$ cat src/rtl/mean_pkg.sv
package mean_pkg;
  typedef enum logic [1:0] {
    ST_IDLE = 2'd0,
    ST_ACC  = 2'd1,
    ST_DIV  = 2'd2,
    ST_DONE = 2'd3
  } mc_state_t;
endpackage

$ cat src/rtl/mean_regbank.sv
module mean_regbank #(
  parameter int DATA_W = 8,
  parameter int DEPTH  = 8,
  localparam int AW    = $clog2(DEPTH)
) (
  input  logic              clk,
  input  logic              rst_n,
  input  logic              we,
  input  logic [AW-1:0]     waddr,
  input  logic [DATA_W-1:0] wdata,
  input  logic [AW-1:0]     raddr,
  output logic [DATA_W-1:0] rdata
);
  logic [DATA_W-1:0] entry_q [DEPTH];

  // One register per entry, each with its own address decode.
  for (genvar g = 0; g < DEPTH; g++) begin : g_entry
    always_ff @(posedge clk or negedge rst_n) begin
      if (!rst_n) begin
        entry_q[g] <= '0;
      end else if (we && (waddr == AW'(g))) begin
        entry_q[g] <= wdata;
      end
    end
  end

  // Counter-driven read selector feeding the adder.
  assign rdata = entry_q[raddr];
endmodule

$ cat src/rtl/mean_ctrl.sv
module mean_ctrl
  import mean_pkg::*;
#(
  parameter int DEPTH = 8,
  localparam int AW   = $clog2(DEPTH)
) (
  input  logic          clk,
  input  logic          rst_n,
  input  logic          start,
  output logic [AW-1:0] idx,
  output logic          clr,
  output logic          acc_en,
  output logic          ld_mean,
  output logic          idle,
  output logic          done
);
  mc_state_t state_q, state_d;
  logic [AW-1:0] idx_q;

  always_comb begin
    state_d = state_q;
    case (state_q)
      ST_IDLE: if (start) state_d = ST_ACC;
      ST_ACC:  if (idx_q == '0) state_d = ST_DIV;
      ST_DIV:  state_d = ST_DONE;
      ST_DONE: if (!start) state_d = ST_IDLE;
      default: state_d = ST_IDLE;
    endcase
  end

  always_ff @(posedge clk or negedge rst_n) begin
    if (!rst_n) begin
      state_q <= ST_IDLE;
    end else begin
      state_q <= state_d;
    end
  end

  // Index preset to the top entry while idle, stepped down while adding.
  always_ff @(posedge clk or negedge rst_n) begin
    if (!rst_n) begin
      idx_q <= AW'(DEPTH - 1);
    end else if (state_q == ST_IDLE) begin
      idx_q <= AW'(DEPTH - 1);
    end else if (state_q == ST_ACC && idx_q != '0) begin
      idx_q <= idx_q - 1'b1;
    end
  end

  assign idx     = idx_q;
  assign clr     = (state_q == ST_IDLE);
  assign acc_en  = (state_q == ST_ACC);
  assign ld_mean = (state_q == ST_DIV);
  assign idle    = (state_q == ST_IDLE);
  assign done    = (state_q == ST_DONE);

  // each adding step moves to the next lower entry.
  p_idx_step_r4: assert property (@(posedge clk) disable iff (!rst_n)
    (state_q == ST_ACC && idx_q != '0) |=>
      (state_q == ST_ACC && idx_q == AW'($past(idx_q) - 1'b1)));

  // the division step always directly follows the last addition.
  p_div_after_acc_r6: assert property (@(posedge clk) disable iff (!rst_n)
    (state_q == ST_DIV) |-> ($past(state_q) == ST_ACC && $past(idx_q) == '0));

  // completion is held while start is held.
  p_done_hold_r8: assert property (@(posedge clk) disable iff (!rst_n)
    (done && start) |=> done);

  // release of start returns to idle in one edge.
  p_done_drop_r8: assert property (@(posedge clk) disable iff (!rst_n)
    (done && !start) |=> (!done && idle));
endmodule

$ cat src/rtl/mean_accum.sv
module mean_accum #(
  parameter int DATA_W = 8,
  parameter int DEPTH  = 8,
  localparam int SHIFT = $clog2(DEPTH),
  localparam int SUM_W = DATA_W + SHIFT
) (
  input  logic              clk,
  input  logic              rst_n,
  input  logic              clr,
  input  logic              acc_en,
  input  logic              ld_mean,
  input  logic [DATA_W-1:0] addend,
  output logic [DATA_W-1:0] mean
);
  logic [SUM_W-1:0]  sum_q;
  logic [DATA_W-1:0] mean_q;
  logic [DATA_W-1:0] quot;

  always_ff @(posedge clk or negedge rst_n) begin
    if (!rst_n) begin
      sum_q <= '0;
    end else if (clr) begin
      sum_q <= '0;
    end else if (acc_en) begin
      sum_q <= sum_q + SUM_W'(addend);
    end
  end

  // Division by a power-of-two depth: drop the low SHIFT bits.
  assign quot = sum_q[SUM_W-1:SHIFT];

  always_ff @(posedge clk or negedge rst_n) begin
    if (!rst_n) begin
      mean_q <= '0;
    end else if (ld_mean) begin
      mean_q <= quot;
    end
  end

  assign mean = mean_q;

  // adding never wraps the accumulator.
  p_no_overflow_r5: assert property (@(posedge clk) disable iff (!rst_n)
    acc_en |=> (sum_q >= $past(sum_q)));

  // the result register moves only on the division step.
  p_mean_hold_r9: assert property (@(posedge clk) disable iff (!rst_n)
    !ld_mean |=> $stable(mean_q));
endmodule

$ cat src/rtl/mean_calc.sv
module mean_calc #(
  parameter int DATA_W = 8,
  parameter int DEPTH  = 8,
  localparam int AW    = $clog2(DEPTH)
) (
  input  logic              clk,
  input  logic              rst_n,
  input  logic              wr_valid,
  output logic              wr_ready,
  input  logic [AW-1:0]     wr_addr,
  input  logic [DATA_W-1:0] wr_data,
  input  logic              start,
  output logic [DATA_W-1:0] mean,
  output logic              done
);
  logic [AW-1:0]     rd_idx;
  logic [DATA_W-1:0] rd_data;
  logic              clr, acc_en, ld_mean, idle;

  initial begin
    p_depth_pow2: assert (DEPTH >= 2 && (DEPTH & (DEPTH - 1)) == 0);
  end

  assign wr_ready = idle;

  mean_regbank #(.DATA_W(DATA_W), .DEPTH(DEPTH)) u_bank (
    .clk   (clk),
    .rst_n (rst_n),
    .we    (wr_valid && idle),
    .waddr (wr_addr),
    .wdata (wr_data),
    .raddr (rd_idx),
    .rdata (rd_data)
  );

  mean_ctrl #(.DEPTH(DEPTH)) u_ctrl (
    .clk     (clk),
    .rst_n   (rst_n),
    .start   (start),
    .idx     (rd_idx),
    .clr     (clr),
    .acc_en  (acc_en),
    .ld_mean (ld_mean),
    .idle    (idle),
    .done    (done)
  );

  mean_accum #(.DATA_W(DATA_W), .DEPTH(DEPTH)) u_acc (
    .clk     (clk),
    .rst_n   (rst_n),
    .clr     (clr),
    .acc_en  (acc_en),
    .ld_mean (ld_mean),
    .addend  (rd_data),
    .mean    (mean)
  );

  // the write stream is never open while a result is shown.
  p_ready_idle_r3: assert property (@(posedge clk) disable iff (!rst_n)
    wr_ready |-> !done);

  // a start accepted in idle closes the write stream on the next edge.
  p_ready_drop_r3: assert property (@(posedge clk) disable iff (!rst_n)
    (wr_ready && start) |=> !wr_ready);
endmodule

$ cat config.mk
export PLATFORM = sky130hd
export DESIGN_NAME = mean_calc
export DESIGN_NICKNAME = d
export VERILOG_FILES = /design/src/rtl/mean_pkg.sv /design/src/rtl/mean_regbank.sv /design/src/rtl/mean_ctrl.sv /design/src/rtl/mean_accum.sv /design/src/rtl/mean_calc.sv
export SDC_FILE = /design/constraint.sdc
export NUM_CORES = 1
export LEC_CHECK = 0
export ABC_AREA = 1
export BUFFER_PORTS_ARGS = -buffer_cell sky130_fd_sc_hd__buf_4
export CAP_MARGIN = 15
export CORE_AREA = 4 4 101 103
export DETAILED_ROUTE_END_ITERATION = 10
export DIE_AREA = 0 0 105 107
export GPL_TIMING_DRIVEN = 0
export PLACE_DENSITY = 0.66
export SYNTH_ARGS = -nofsm -noshare
export SYNTH_HDL_FRONTEND = slang
export SYNTH_SLANG_ARGS = --single-unit
$ cat constraint.sdc
create_clock -name clk -period 2.55 [get_ports clk]
set_clock_uncertainty 0.15 [all_clocks]
set_input_delay 0.51 -clock clk [delete_from_list [all_inputs] [get_ports clk]]
set_output_delay 0.51 -clock clk [all_outputs]
set_load 0.05 [all_outputs]
==> impl_metrics.csv, run 1 <==
group,metric,value,unit
status,status,"complete, no violations",
drt,routed_via_density,5.40,
clock_tree,clk_latency,360,ps
clock_tree,tritoncts,"built",
cells_and_area,final_nets,585,
worst_setup_path,cp-start-kind,"flop",
worst_setup_path,crit_type,"reg2reg",
clock_tree,htreeDepth,3,
sta,max_freq,0.392,GHz
power,clkPwrFrac,14.4,%
cells_and_area,finalNonFillerCells,670,
cells_and_area,final_common_cell,"nand2_1",
cells_and_area,utilization,55.6,%
drt,wl,10600,um
power,vdd_drop_max,0.000497,V
power,p_int,3.78,mW
drt,drt_iter0_drc,306,
synthesis,synth.avg_cell_area,8.42,sq um
synthesis,synth_seq_cells,88,
clock_tree,clockBufferDepth,2,
flow_run,maxCapViolCount,0,
cells_and_area,fillers,841,
die,dieArea,11200,sq um
drt,drt.antenna.violating_nets,0,
drt,drc,0,
sta,setup_violations,0,
synthesis,seq_area_frac_synth,50.9,%
worst_setup_path,rrSetupSlack,1,ps
die,die_w,105,um
synthesis,synth_area,4330,sq um
sta,min_period,2550,ps
synthesis,yosys_warnings,0,
power,power_leakage,2.48,nW
drt,dr.pass1.iters,5,
clock_tree,clk_pin_slew,80,ps
cells_and_area,fin_area,5110,sq um
sta,worstMarginPinSlew,569,ps
die,io_pins,25,
global_route,grt_start_max_net_pins,89,
global_route,grt_pass1_vias,3560,
placement,place_area,4650,sq um
power,power.total,6.63,mW
cells_and_area,diodes,0,
placement,io_buffer_count,24,
placement,gp_congestion,0.885,
sta,report.final.slew_viol_count,0,
worst_setup_path,crit_arrival,2650,ps
worst_setup_path,worst_setup_path_end_kind,"flop",
die,initial_core_util,47.1,%
cells_and_area,drive_gt1_share,19.3,%
sta,grt_setup_unrepaired,"true",
synthesis,synth_cells,515,
die,design.core.area,9200,sq um
placement,dp_hpwl,7420,um
power,net-switching-power,2.85,mW
worst_hold_path,hp-class,"reg2reg",
placement,post-place-ws,-248,ps
sta,tns,0,ps
clock_tree,cts_made_buffers,9,
sta,final_hold_viol_count,0,
sta,fin_ws,1.07,ps
cells_and_area,multi_input_area,2020,sq um
power,switching_share,43.0,%
global_route,antenna_found_initial,0,
global_route,grt_pass1_wl,17400,um
cells_and_area,syn_to_final_growth,18.0,%
global_route,grt_overflow,0,
drt,vias,3616,
drt,avgRoutedWirePerCell,15.8,um
synthesis,synth_cell_type_count,31,
sta,fin_crit_sh,100,%
placement,post-place-cells,650,
power,combPwrFrac,50.0,%
clock_tree,cts_num_sinks,88,
die,num_rows,35,
die,die_h,107,um
cells_and_area,final_cell_mix,"nand2_1, dfrtp_1, o21ai_1, nor2_1, inv_1",
global_route,grt_use_total,19.6,%
clock_tree,clock-root-buffer,"clkbuf_8",
power,p_seq_share,35.6,%
sta,slew_headroom,61.9,%
power,power_density,1300,nW/um^2
synthesis,synth_nets,545,
cells_and_area,regArea,2210,sq um
worst_setup_path,crit_required,2650,ps
worst_setup_path,worst-path-max-fanout,10,
sta,holdWs,345,ps
[critical path: stages (launching register included)]
cell,delay [ps]
dfstp_2,610
inv_4,70
buf_6,140
o21ai_2,100
o22ai_1,80
nand2_1,90
nand2_2,80
ha_4,180
fa_2,380
nand2_4,90
nand3_4,90
nand4_1,130
nand3_1,100
nand3_1,90
nand2_1,50
[sequential cells by signal, indices dropped and copies added (netlist names)]
signal / count
u_acc.sum_q: 11
u_bank.entry_q: 64
u_ctrl.idx: 3
u_acc.mean: 8
u_ctrl.state_q: 2
[final timing paths]
check,from,to,cells after the start
worst max-delay path,u_ctrl.idx[0],u_acc.sum_q[6],14
worst min-delay path,u_bank.entry_q[15],u_bank.entry_q[15],2
worst max register to register,u_ctrl.idx[0],u_acc.sum_q[6],14
worst min register to register,u_bank.entry_q[15],u_bank.entry_q[15],2
max in group asynchronous,rst_n,u_ctrl.idx[0],3
min in group asynchronous,rst_n,u_acc.mean[0],2
[Yosys cell counts]
cell,count,area (sq um)
a21oi_1,15,75.1
a21oi_2,1,8.76
a22o_1,2,17.5
a32o_1,1,10.0
buf_1,1,3.75
buf_2,5,25.0
buf_4,5,37.5
buf_6,4,45.0
clkbuf_1,3,11.3
clkbuf_2,1,5.00
dfrtp_1,85,2130
dfstp_2,3,78.8
fa_1,1,20.0
ha_1,14,175
inv_1,38,143
inv_2,3,11.3
mux2_2,4,45.0
nand2_1,129,484
nand2_2,8,50.1
nand2_4,1,11.3
nand3_1,15,75.1
nand3b_1,1,7.51
nand4_1,1,6.26
nor2_1,48,180
nor2_4,3,33.8
nor3_1,2,10.0
o21ai_0,35,175
o21ai_1,65,325
o22ai_1,18,113
or2_2,1,6.26
xor2_1,2,17.5
[what timing repair did]
item	4_1_cts	5_1_grt
setup buffers	2	1
hold endpoints to repair	0	30
hold buffers	0	1
setup endpoints to repair	9	9
resized for setup	11	50
pin swaps	0	5
[layout make-up]
class                           count  area share [%]
Sequential cell                    88            43.1
Multi-Input combinational cell    367            39.5
Timing Repair Buffer               29            4.70
Buffer                             19            3.26
Inverter                           41            3.06
Clock buffer                       12            2.84
Tap cell                          111            2.72
Clock inverter                      3           0.832
[cells by family (layout without fill, tap and decap cells)]
| family | count (synthesis) | in the layout | synth area share [%] |
|---|---|---|---|
| simple gates | 209 | 209 | 19.9 |
| xor+xnor | 2 | 2 | 0.404 |
| compound gates | 137 | 137 | 16.7 |
| buf+inv | 60 | 104 | 6.50 |
| flops | 88 | 88 | 50.9 |
| fa+ha+maj | 15 | 15 | 4.50 |
| mux | 4 | 4 | 1.04 |
[power by group through the flow]
stage	combinational [mW]	clock [mW]	sequential [mW]
after detailed placement	2.86	0	2.35
after floorplan	2.03	0	2.41
after global placement	2.79	0	2.34
after global routing	3.69	1.03	2.43
final	3.31	0.956	2.36
after CTS	2.94	0.974	2.32
[per-layer routing]
| layer | global-route usage (%) | share of wire, % |
|---|---|---|
| met1 | 26.3 | 46 |
| met4 | 9.18 | 2.4 |
| met3 | 3.79 | 4.2 |
| met5 | 0 | 0 |
| met2 | 30.8 | 47 |
(Power assumes the default switching activity.)
==> run 2: changes to the inputs <==
clock period = 2 ns   (was 2.55 ns; I/O delays follow)
==> impl_metrics.csv, run 2 (same netlist as run 1, synthesis figures left out) <==
group,metric,value,unit
worst_setup_path,ff2ff_path_depth,14,
clock_tree,cts_made_buffers,9,
die,dieArea,11200,sq um
cells_and_area,final_nets,600,
drt,drc,0,
global_route,grt_start_max_net_pins,89,
cells_and_area,syn_to_final_growth,23.8,%
worst_setup_path,cp_slowest_cell,"dfstp_2",
sta,slew_headroom,61.0,%
sta,fin_crit_sh,127,%
flow_run,maxCapViolCount,0,
die,initial_core_util,47.1,%
global_route,grt_use_total,20.4,%
cells_and_area,drive_gt1_share,26.8,%
global_route,antenna_found_initial,0,
sta,tns,-4690,ps
drt,drt_iter0_drc,289,
status,violations,"negative setup slack",
power,power.total,9.05,mW
cells_and_area,fillers,797,
drt,avgRoutedWirePerCell,16.3,um
placement,post-place-ws,-636,ps
global_route,grt_overflow,0,
drt,vias,3737,
sta,worstMarginPinSlew,583,ps
clock_tree,clk_pin_slew,80,ps
drt,drt.antenna.violating_nets,0,
placement,io_buffer_count,24,
sta,holdWs,243,ps
sta,setup_violations,10,
clock_tree,cts_num_sinks,88,
power,power_leakage,2.59,nW
clock_tree,tritoncts,"built",
global_route,grt-busiest-layer,"met2",
global_route,met3_usage,3.07,%
sta,max_freq,0.393,GHz
worst_hold_path,hp-class,"in2reg",
cells_and_area,largest_register_ffs,64,
worst_hold_path,min_to,"u_ctrl.state_q[1]",
worst_setup_path,critPathBufInv,2,
die,num_rows,35,
clock_tree,clk_latency,350,ps
worst_hold_path,holdPathStages,4,
worst_setup_path,worst-path-max-fanout,7,
sta,report.final.slew_viol_count,0,
sta,fin_ws,-547,ps
clock_tree,clockBufferDepth,2,
worst_setup_path,worst_setup_path_end_kind,"flop",
worst_setup_path,critPathMaxStageDelay,620,ps
cells_and_area,final_cell_mix,"nand2_1, dfrtp_1, o21ai_1, buf_4, nor2_1",
worst_setup_path,crit_required,2090,ps
drt,routed_via_density,5.46,
placement,gp_congestion,0.955,
worst_hold_path,hp-start,"start",
clock_tree,htreeDepth,3,
worst_setup_path,crit_arrival,2630,ps
worst_setup_path,rrSetupSlack,-550,ps
worst_setup_path,cp-start-kind,"flop",
placement,dp_hpwl,7460,um
global_route,use_met1,27.7,%
die,io_pins,25,
drt,wl,11200,um
power,vdd_drop_max,0.000595,V
sta,min_period,2550,ps
clock_tree,clock-root-buffer,"clkbuf_8",
global_route,grt_pass1_vias,3618,
cells_and_area,largest_register,"u_bank.entry_q",
global_route,grt_pass1_wl,18200,um
cells_and_area,diodes,0,
global_route,use_met2,32.5,%
placement,place_area,4740,sq um
worst_setup_path,cpLargestDelayFamily,"simple AND/OR/NAND/NOR gates",
cells_and_area,final_common_cell,"nand2_1",
die,die_h,107,um
sta,grt_setup_unrepaired,"true",
die,die_w,105,um
die,design.core.area,9200,sq um
worst_setup_path,r2r_end,"u_acc.sum_q[10]",
worst_setup_path,crit_type,"reg2reg",
drt,dr.pass1.iters,6,
cells_and_area,fin_area,5370,sq um
worst_setup_path,worst_r2r_startpoint,"u_ctrl.idx[0]",
worst_setup_path,path_cells,"inv_4, buf_6, nor2_2, o22ai_2, nand2_1, nand2_1, ha_2, fa_2, nand2_2, nand3_4, nand3_4, nand2_4, a21oi_2, nor2_2",
status,status,"finished with violations",
power,power_density,1690,nW/um^2
sta,final_hold_viol_count,0,
## run 2: changes by cell type in the layout (fill, tap and decap cells not counted), sizes merged
cell | before | now
clkinv | 1 | 3
buf | 44 | 57
## run 2: worst register-to-register path: stages (launching register included)
cell and delay (ps):
dfstp_2 620, inv_4 80, buf_6 140, nor2_2 100, o22ai_2 110, nand2_1 80, nand2_1 80, ha_2 190
fa_2 350, nand2_2 110, nand3_4 90, nand3_4 80, nand2_4 70, a21oi_2 140, nor2_2 50
## run 2: worst max path at each step
stage | slack, ps | cells past startpoint | to | start
after floorplan | -280 | 14 | u_acc.sum_q[8] | u_ctrl.idx[0]
after global placement | -630 | 14 | u_acc.sum_q[6] | u_ctrl.idx[0]
after detailed placement | -640 | 14 | u_acc.sum_q[6] | u_ctrl.idx[0]
after CTS | -500 | 14 | u_acc.sum_q[8] | u_ctrl.idx[0]
after global routing | -670 | 15 | u_acc.sum_q[6] | u_ctrl.idx[0]
final | -550 | 14 | u_acc.sum_q[10] | u_ctrl.idx[0]
## run 2: cell type report
cell class                      instances  area (sq um)  area share [%]
Timing Repair Buffer                   43           359            6.69
Sequential cell                        88          2210            41.1
Timing Repair inverter                  1          7.51           0.140
Clock buffer                           11           141            2.63
Multi-Input combinational cell        367          2120            39.5
Clock inverter                          4          45.0           0.839
Buffer                                 19           193            3.59
Tap cell                              111           139            2.59
Inverter                               41           156            2.91
## run 2: routing by layer
layer	vias to the layer above	share of wire, %
li1	1804	-
met1	1745	45
met5	-	0
met4	0	3.8
met3	38	5.8
met2	150	45
## run 2: metrics by stage
| step | instances | utilization (%) |
|---|---|---|
| after floorplan | 515 | - |
| after global placement | 650 | 51.6 |
| after detailed placement | 650 | 51.6 |
| after CTS | 680 | 56.4 |
| after global routing | 685 | 58.4 |
| final | 685 | 58.4 |
## run 2: repair_timing
item / in CTS / in global routing
setup buffers: 12 / 3
setup endpoints to repair: 11 / 16
endpoints found under the hold margin: 0 / 30
resized for setup: 42 / 35
pin swaps: 12 / 10
cloned: 3 / 0
hold buffers: 0 / 1
## run 2: power breakdown
part	total, mW	switching, mW	internal [mW]
registers	3.03	0.509	2.52
clock network	1.21	0.609	0.600
logic	4.81	2.79	2.03
total	9.05	3.90	5.15
